File: src/rtl/adc_bus_pkg.sv
package adc_bus_pkg;

  typedef struct packed {
    logic [1:0] pwr;
    logic       ext_acq;
    logic       single;
    logic       unipolar;
    logic [2:0] chan;
  } adc_req_t;

  typedef enum logic [1:0] {PH_IDLE, PH_SETUP, PH_STROBE, PH_HOLD} bus_ph_t;

  typedef enum logic [2:0] {
    S_PWRUP, S_IDLE, S_WRA, S_GAP, S_WRC, S_CONV, S_RD
  } mst_st_t;

  // control byte, bit 7 down to bit 0
  function automatic logic [7:0] ctrl_byte(adc_req_t r, logic acq_bit);
    return {r.pwr, acq_bit, r.single, r.unipolar, r.chan};
  endfunction

  // power codes with bit 1 set keep the converter running
  function automatic logic pwr_converts(logic [1:0] p);
    return p[1];
  endfunction

  function automatic int max4(int a, int b, int c, int d);
    int m;
    m = a;
    if (b > m) m = b;
    if (c > m) m = c;
    if (d > m) m = d;
    return m;
  endfunction

endpackage

File: src/rtl/adc_cycle_timer.sv
module adc_cycle_timer #(
  parameter int CW      = 8,
  parameter int RST_VAL = 0
) (
  input  logic          clk,
  input  logic          rst_n,
  input  logic          load,
  input  logic [CW-1:0] load_val,
  output logic          expired
);
  logic [CW-1:0] cnt;

  always_ff @(posedge clk) begin
    if (!rst_n)          cnt <= CW'(RST_VAL);
    else if (load)       cnt <= load_val;
    else if (cnt != '0)  cnt <= cnt - 1'b1;
  end

  assign expired = (cnt == '0);
endmodule

File: src/rtl/adc_strobe_seq.sv
module adc_strobe_seq
  import adc_bus_pkg::*;
#(
  parameter int DW        = 12,
  parameter int SETUP_CYC = 1,
  parameter int WR_CYC    = 4,
  parameter int RD_CYC    = 3,
  parameter int HOLD_CYC  = 1
) (
  input  logic          clk,
  input  logic          rst_n,
  input  logic          start,
  input  logic          is_read,
  input  logic [DW-1:0] wdata,
  output logic          busy,
  output logic          op_done,
  output logic [DW-1:0] rdata,
  output logic          cs_n,
  output logic          wr_n,
  output logic          rd_n,
  output logic          d_oe,
  output logic [DW-1:0] d_out,
  input  logic [DW-1:0] d_in
);
  localparam int MAXC = max4(SETUP_CYC, WR_CYC, RD_CYC, HOLD_CYC);
  localparam int CW   = $clog2(MAXC + 1);

  bus_ph_t       ph;
  logic [CW-1:0] cnt;
  logic          rd_op;
  logic [DW-1:0] wbuf;

  always_ff @(posedge clk) begin
    if (!rst_n) begin
      ph    <= PH_IDLE;
      cnt   <= '0;
      rd_op <= 1'b0;
      wbuf  <= '0;
      rdata <= '0;
    end else begin
      case (ph)
        PH_IDLE: if (start) begin
          ph    <= PH_SETUP;
          cnt   <= CW'(SETUP_CYC - 1);
          rd_op <= is_read;
          wbuf  <= wdata;
        end
        PH_SETUP: if (cnt == '0) begin
          ph  <= PH_STROBE;
          cnt <= rd_op ? CW'(RD_CYC - 1) : CW'(WR_CYC - 1);
        end else cnt <= cnt - 1'b1;
        PH_STROBE: if (cnt == '0) begin
          ph  <= PH_HOLD;
          cnt <= CW'(HOLD_CYC - 1);
          if (rd_op) rdata <= d_in;
        end else cnt <= cnt - 1'b1;
        default: if (cnt == '0) ph <= PH_IDLE;
                 else cnt <= cnt - 1'b1;
      endcase
    end
  end

  assign busy    = (ph != PH_IDLE);
  assign op_done = (ph == PH_HOLD) && (cnt == '0);
  assign cs_n    = (ph == PH_IDLE);
  assign wr_n    = !((ph == PH_STROBE) && !rd_op);
  assign rd_n    = !((ph == PH_STROBE) && rd_op);
  assign d_oe    = (ph != PH_IDLE) && !rd_op;
  assign d_out   = wbuf;

  // checker: length of the current write-low run
  logic [CW:0] wr_len;
  always_ff @(posedge clk) begin
    if (!rst_n)     wr_len <= '0;
    else if (!wr_n) wr_len <= wr_len + 1'b1;
    else            wr_len <= '0;
  end

  a_r5_no_drive_in_read: assert property (@(posedge clk) disable iff (!rst_n)
    !rd_n |-> !d_oe);
  a_r4_data_stable: assert property (@(posedge clk) disable iff (!rst_n)
    (!wr_n && $past(!wr_n)) |-> $stable(d_out));
  a_r4_hold_after_rise: assert property (@(posedge clk) disable iff (!rst_n)
    $rose(wr_n) |-> (d_oe && !cs_n));
  a_r4_wr_width: assert property (@(posedge clk) disable iff (!rst_n)
    $rose(wr_n) |-> (wr_len == (CW+1)'(WR_CYC)));
endmodule

File: src/rtl/adc_bus_master.sv
module adc_bus_master
  import adc_bus_pkg::*;
#(
  parameter int DW          = 12,
  parameter int SETUP_CYC   = 1,
  parameter int WR_CYC      = 4,
  parameter int RD_CYC      = 3,
  parameter int HOLD_CYC    = 1,
  parameter int ACQ_GAP     = 4,
  parameter int PWRUP_CYC   = 1000,
  parameter int TIMEOUT_CYC = 64
) (
  input  logic          clk,
  input  logic          rst_n,
  input  logic          pipe_mode,
  input  logic          req_valid,
  output logic          req_ready,
  input  logic [2:0]    req_chan,
  input  logic          req_single,
  input  logic          req_unipolar,
  input  logic          req_ext_acq,
  input  logic [1:0]    req_pwr,
  output logic          res_valid,
  output logic [DW-1:0] res_data,
  output logic [2:0]    res_chan,
  output logic          timeout_err,
  output logic          bus_cs_n,
  output logic          bus_wr_n,
  output logic          bus_rd_n,
  output logic          bus_d_oe,
  output logic [DW-1:0] bus_d_out,
  input  logic [DW-1:0] bus_d_in,
  input  logic          bus_done_n
);
  localparam int PW = $clog2(PWRUP_CYC + 1);
  localparam int TW = $clog2(TIMEOUT_CYC + 1);
  localparam int GW = $clog2(ACQ_GAP + 1);

  mst_st_t       st;
  adc_req_t      cur, req_in;
  logic [2:0]    prev_chan;
  logic          pend_rd, issued;
  logic [GW-1:0] gap_cnt;

  logic          seq_start, seq_busy, seq_done;
  logic [DW-1:0] seq_rdata, seq_wdata;
  logic          pwr_expired, wd_expired, wd_load;
  logic          op_state, conv_timeout;

  assign req_in = '{pwr: req_pwr, ext_acq: req_ext_acq, single: req_single,
                    unipolar: req_unipolar, chan: req_chan};

  function automatic mst_st_t first_state(adc_req_t r);
    return (r.ext_acq && pwr_converts(r.pwr)) ? S_WRA : S_WRC;
  endfunction

  assign req_ready = (st == S_IDLE) ||
                     ((st == S_CONV) && pipe_mode && !bus_done_n);

  assign op_state     = (st == S_WRA) || (st == S_WRC) || (st == S_RD);
  assign seq_start    = op_state && !seq_busy && !issued;
  assign seq_wdata    = DW'(ctrl_byte(cur, st == S_WRA));
  assign conv_timeout = (st == S_CONV) && wd_expired && bus_done_n;
  assign wd_load      = seq_done && pwr_converts(cur.pwr) &&
                        (((st == S_WRC) && !pend_rd) || ((st == S_RD) && pend_rd));

  adc_strobe_seq #(
    .DW(DW), .SETUP_CYC(SETUP_CYC), .WR_CYC(WR_CYC),
    .RD_CYC(RD_CYC), .HOLD_CYC(HOLD_CYC)
  ) i_seq (
    .clk(clk), .rst_n(rst_n), .start(seq_start), .is_read(st == S_RD),
    .wdata(seq_wdata), .busy(seq_busy), .op_done(seq_done), .rdata(seq_rdata),
    .cs_n(bus_cs_n), .wr_n(bus_wr_n), .rd_n(bus_rd_n), .d_oe(bus_d_oe),
    .d_out(bus_d_out), .d_in(bus_d_in)
  );

  adc_cycle_timer #(.CW(PW), .RST_VAL(PWRUP_CYC)) i_pwrup (
    .clk(clk), .rst_n(rst_n), .load(1'b0), .load_val('0), .expired(pwr_expired)
  );

  adc_cycle_timer #(.CW(TW), .RST_VAL(0)) i_wdog (
    .clk(clk), .rst_n(rst_n), .load(wd_load), .load_val(TW'(TIMEOUT_CYC)),
    .expired(wd_expired)
  );

  always_ff @(posedge clk) begin
    if (!rst_n) issued <= 1'b0;
    else if (seq_done) issued <= 1'b0;
    else if (seq_start) issued <= 1'b1;
  end

  always_ff @(posedge clk) begin
    if (!rst_n) begin
      st          <= S_PWRUP;
      cur         <= '0;
      prev_chan   <= '0;
      pend_rd     <= 1'b0;
      gap_cnt     <= '0;
      res_valid   <= 1'b0;
      res_data    <= '0;
      res_chan    <= '0;
      timeout_err <= 1'b0;
    end else begin
      res_valid   <= 1'b0;
      timeout_err <= 1'b0;
      case (st)
        S_PWRUP: if (pwr_expired) st <= S_IDLE;
        S_IDLE: if (req_valid) begin
          cur <= req_in;
          st  <= first_state(req_in);
        end
        S_WRA: if (seq_done) begin
          st      <= S_GAP;
          gap_cnt <= GW'(ACQ_GAP - 1);
        end
        S_GAP: if (gap_cnt == '0) st <= S_WRC;
               else gap_cnt <= gap_cnt - 1'b1;
        S_WRC: if (seq_done) begin
          if (pend_rd)                    st <= S_RD;
          else if (pwr_converts(cur.pwr)) st <= S_CONV;
          else                            st <= S_IDLE;
        end
        S_CONV: begin
          if (conv_timeout) begin
            timeout_err <= 1'b1;
            st          <= S_IDLE;
          end else if (!bus_done_n) begin
            prev_chan <= cur.chan;
            if (pipe_mode && req_valid) begin
              pend_rd <= 1'b1;
              cur     <= req_in;
              st      <= first_state(req_in);
            end else st <= S_RD;
          end
        end
        S_RD: if (seq_done) begin
          res_valid <= 1'b1;
          res_data  <= seq_rdata;
          res_chan  <= prev_chan;
          if (pend_rd) begin
            pend_rd <= 1'b0;
            st      <= pwr_converts(cur.pwr) ? S_CONV : S_IDLE;
          end else st <= S_IDLE;
        end
        default: st <= S_IDLE;
      endcase
    end
  end

  // checker: remember the previous write for the two-write comparison
  logic       wr_n_q, last_acq1;
  logic [7:0] last_byte;
  logic       wr_rise;
  assign wr_rise = bus_wr_n && !wr_n_q;
  always_ff @(posedge clk) begin
    if (!rst_n) begin
      wr_n_q    <= 1'b1;
      last_acq1 <= 1'b0;
      last_byte <= '0;
    end else begin
      wr_n_q <= bus_wr_n;
      if (wr_rise) begin
        last_acq1 <= bus_d_out[5];
        last_byte <= bus_d_out[7:0];
      end
    end
  end

  a_r3_second_write_matches: assert property (@(posedge clk) disable iff (!rst_n)
    (wr_rise && !bus_d_out[5] && last_acq1) |->
      (bus_d_out[7:6] == last_byte[7:6] && bus_d_out[4:0] == last_byte[4:0]));
  a_r5_strobes_exclusive: assert property (@(posedge clk) disable iff (!rst_n)
    !(!bus_wr_n && !bus_rd_n));
  a_r4_strobes_need_cs: assert property (@(posedge clk) disable iff (!rst_n)
    bus_cs_n |-> (bus_wr_n && bus_rd_n));
  a_r9_no_accept_before_pwrup: assert property (@(posedge clk) disable iff (!rst_n)
    !pwr_expired |-> !req_ready);
  a_r10_timeout_needs_idle_done: assert property (@(posedge clk) disable iff (!rst_n)
    timeout_err |-> (bus_done_n && !res_valid));
  a_r6_result_after_read: assert property (@(posedge clk) disable iff (!rst_n)
    res_valid |-> $past(!bus_cs_n && bus_rd_n && !bus_d_oe));
endmodule

File: config.mk
export PLATFORM = sky130hd
export DESIGN_NAME = adc_bus_master
export DESIGN_NICKNAME = d
export VERILOG_FILES = /design/src/rtl/adc_bus_pkg.sv /design/src/rtl/adc_cycle_timer.sv /design/src/rtl/adc_strobe_seq.sv /design/src/rtl/adc_bus_master.sv
export SDC_FILE = /design/constraint.sdc
export NUM_CORES = 1
export LEC_CHECK = 0
export ABC_CLOCK_PERIOD_IN_PS = 1800
export BUFFER_PORTS_ARGS = -buffer_cell sky130_fd_sc_hd__buf_2
export CELL_PAD_IN_SITES_DETAIL_PLACEMENT = 1
export CELL_PAD_IN_SITES_GLOBAL_PLACEMENT = 2
export CORE_MARGIN = 2
export CORE_UTILIZATION = 30
export DETAILED_ROUTE_END_ITERATION = 8
export PLACE_DENSITY = 0.84
export SLEW_MARGIN = 5
export SYNTH_ARGS = -nofsm -noshare
export SYNTH_HDL_FRONTEND = slang
export SYNTH_SLANG_ARGS = --single-unit
export TNS_END_PERCENT = 5
File: constraint.sdc
create_clock -name clk -period 1.8 [get_ports clk]
set_clock_uncertainty 0.1 [all_clocks]
set_input_delay 0.09 -clock clk [delete_from_list [all_inputs] [get_ports clk]]
set_output_delay 0.09 -clock clk [all_outputs]
set_load 0.05 [all_outputs]
==> reports/metrics.yaml <==
route:
  vias: 3196
  wl_mm: 9.52
  dr.pass1.iters: 4
  drt-wirelength-per-cell_um: 14.5
  drtAntennaViolNets: 0
  drt_iter0_markers: 97
  drcViolationCount: 0
  post_drt_via_cell_ratio: 4.86
layout:
  final_cells: 657
  area_growth_syn_to_layout_pct: 37.6
  layout-drive-gt1-share_pct: 27.6
  diodes: 0
  nNetsFinal: 547
  design_area_sq_um: 4760
worst_setup_path:
  slowest_delay_ns: 0.37
  crit_path_cell_trace: "inv_1, ha_1, or2_2, a21oi_2, nor3b_1, and3_1, a31o_2"
  critPathRequiredTime_ns: 1.93
  worst_ep_arrival_time_ns: 1.94
  end_kind: "flip-flop"
  crit_family: "simple AND/OR/NAND/NOR gates"
  path_buf_inv: 1
  cp.depth: 7
  reg2reg_depth: 7
  crit_slowest_cell: "dfxtp_4"
  start_kind: "flip-flop"
  critical_path_class: "flip-flop to flip-flop"
  critPathMaxFanout: 5
floorplanning:
  ioPinCount: 59
  die_h_um: 111
  design.core.area_sq_um: 11300
  dieArea_sq_um: 12400
  dieWidth_um: 111
  start_util_pct: 30.6
  num_rows: 39
synthesis:
  ys_top_cells_by_area: "dfxtp_1, nand2_1, a21oi_1"
  synth_area_sq_um: 3460
  synth-seq-cells: 78
  syn_inst: 410
  syn_avg_cell_area_sq_um: 8.44
  synth_top_area_share_pct: 45.1
  synth.distinct_cells: 48
  synth_seq_area_share_pct: 45.1
  synth_largest_area_cell: "dfxtp_1"
  synth_warnings: 0
clocking:
  cts-root-buf: "clkbuf_16"
  cts_max_path_buffers: 2
  clkSinkCount: 78
  path_clk_slew_ns: 0.06
  numCtsBuffers: 9
  clkLatencyLatePin_ns: 0.33
  cts_tree: "built"
  htreeDepth: 3
power_and_ir_drop:
  intPower_uw: 4230
  report.power.total_uw: 6520
  ir_worst_vdd_mv: 0.459
  leakage_uw: 0.00190
  p_switching_uw: 2290
  powerDensity_nw_per_um2: 1370
  clkPwrFrac_pct: 30.2
  p_sw_share_pct: 35.1
  seq_power_share_pct: 32.5
  combinationalPowerShare_pct: 37.2
global_route:
  grt_busiest_layer: "met2"
  overflow: 0
  met3_usage_pct: 2.40
  track_usage_pct: 15.7
  grt_util_met2_pct: 27.8
  grt_pass1_wl_mm: 15.9
  grt.met1_usage_pct: 18.8
  antenna_found_initial: 0
  grt_max_degree: 29
  grt_pass1_vias: 3375
timing:
  fin_crit_sh_pct: 100
  setup_viol: 1
  max_freq_mhz: 554
  finalSetupTns_ns: -0.00454
  slew_headroom_pct: 61.0
  report.final.slew_viol_count: 0
  hold_viol_final: 0
  layout_min_cycle_time_ns: 1.80
  fin_ws_ns: -0.00454
  rsz0062_at_grt: "true"
  worstMarginPinSlew_ns: 0.585
place:
  io_buffer_count: 54
  dpl_worst_slack_ns: -0.134
  dp.cells: 616
  hpwl_mm: 6.46
  placed_cell_area_sq_um: 4090
  gp_congestion: 0.776
status:
  outcome: "complete, but fails checks"
  failed_checks: "setup timing"
hold_path:
  holdPathStages: 3
  hold_class: "input pin to flip-flop"
run:
  cap_viol_max_count: 0
[area by class of cell]
cell class              instances  area, sq um
fillers                      1368         6560
multi-input cells             301         1880
flip-flops and latches         78         1570
repair buffers                106          764
clock buffers                  10          239
well taps                     143          179
clock inverters                 6         85.1
inverters                      13         48.8
[worst paths after layout]
kind | startpoint | endpoint | slack, ns
worst min register to register | res_data[1]$_SDFFE_PN0P_ | res_data[1]$_SDFFE_PN0P_ | 0.35
worst max-delay path | i_seq.ph[1]$_SDFFE_PN0P_ | i_seq.cnt[2]$_SDFFE_PN0P_ | -0.005
worst max register to register | i_seq.ph[1]$_SDFFE_PN0P_ | i_seq.cnt[2]$_SDFFE_PN0P_ | -0.005
worst min-delay path | pipe_mode | pend_rd$_SDFFE_PN0P_ | 0.03
[placed cells by master, fill, tap and decap left out, types with 4 or more instances in the layout]
cell type / n
nor3_1: 12
a21oi_2: 4
ha_1: 9
nand3_1: 9
nor2_1: 44
mux2i_1: 20
dlygate4sd3_1: 20
nand2_1: 68
nor2b_1: 4
buf_2: 54
inv_1: 11
buf_4: 27
nand2b_1: 7
buf_12: 4
dfxtp_1: 74
clkbuf_16: 9
o21ai_0: 10
a21oi_1: 38
xnor2_1: 8
conb_1: 4
[logic make-up after synthesis]
kind of cell / after synthesis / share of synthesized area, %
mux: 20 / 5.78
compound gates: 74 / 12.9
flops: 78 / 45.1
simple gates: 180 / 24.4
xor+xnor: 10 / 2.53
other cells: 1 / 0.108
fa+ha+maj: 13 / 4.70
buf+inv: 34 / 4.37
[synth_stat cells (all sizes together)]
cell and number:
nor4 4, nor3b 3, ha 13, nand2b 7, a31oi 3, or2 2
o31a 1, clkbuf 11, a211oi 5, nor4b 2, buf 10, a211o 1
a31o 1, o41ai 1, o21ai 12, o211ai 1, o2bb2ai 1, a21oi 42
nand2 71, and2 1, xor2 2, dfxtp 78, nor2 47, a221o 1
and3b 1, xnor2 8, or3 4, a221oi 1, and3 3, a311oi 1
inv 13, nand3b 3, nand4 2, nor3 12, or4 2, conb 1
nand3 9, nor2b 7, o31ai 2, mux2i 20, o211a 1
[power groups by stage]
stage / Clock (uW) / Sequential [uW] / Combinational (uW)
after global routing: 2090 / 2150 / 2690
after CTS: 2030 / 2100 / 2240
after detailed placement: 0 / 2140 / 2150
final: 1970 / 2120 / 2430
after global placement: 0 / 2120 / 2080
after floorplan: 0 / 2100 / 1520
[sequential cells by signal, indices dropped and copies added, names as in the netlist]
signal	flops
pend_rd	1
i_seq.rd_op	1
i_wdog.cnt	7
issued	1
res_chan	3
gap_cnt	3
res_data	12
i_seq.rdata	12
res_valid	1
cur	7
st	3
i_seq.ph	2
i_seq.d_out	8
prev_chan	3
timeout_err	1
i_pwrup.cnt	10
i_seq.cnt	3
[stage by stage]
step                      hold WS (ns)  util, %
after floorplan                  0.126        -
after global placement           0.224     36.1
after detailed placement         0.237     36.1
after CTS                       0.0257     40.9
after global routing            0.0833     42.1
final                           0.0271     42.1
[routing by layer]
| metal | vias up | share of wire (%) |
|---|---|---|
| met4 | 0 | 2.2 |
| met1 | 1546 | 44 |
| met3 | 12 | 2.6 |
| li1 | 1586 | - |
| met5 | - | 0 |
| met2 | 52 | 51 |
[tightest hold or removal path, delay by kind of cell]
| family | cells | cell delay (ns) |
|---|---|---|
| compound gates | 1 | 0.09 |
| simple gates | 1 | 0.12 |
| buf+inv | 1 | 0.11 |
[repair_timing]
item	4_1_cts	5_1_grt
buffers inserted	0	4
setup endpoints to repair	27	45
gates resized for setup	8	30
gates cloned	0	1
pin swaps	0	4
hold buffers	20	0
endpoints found under the hold margin	23	0
Note: power is estimated with default switching activity, not from simulation.
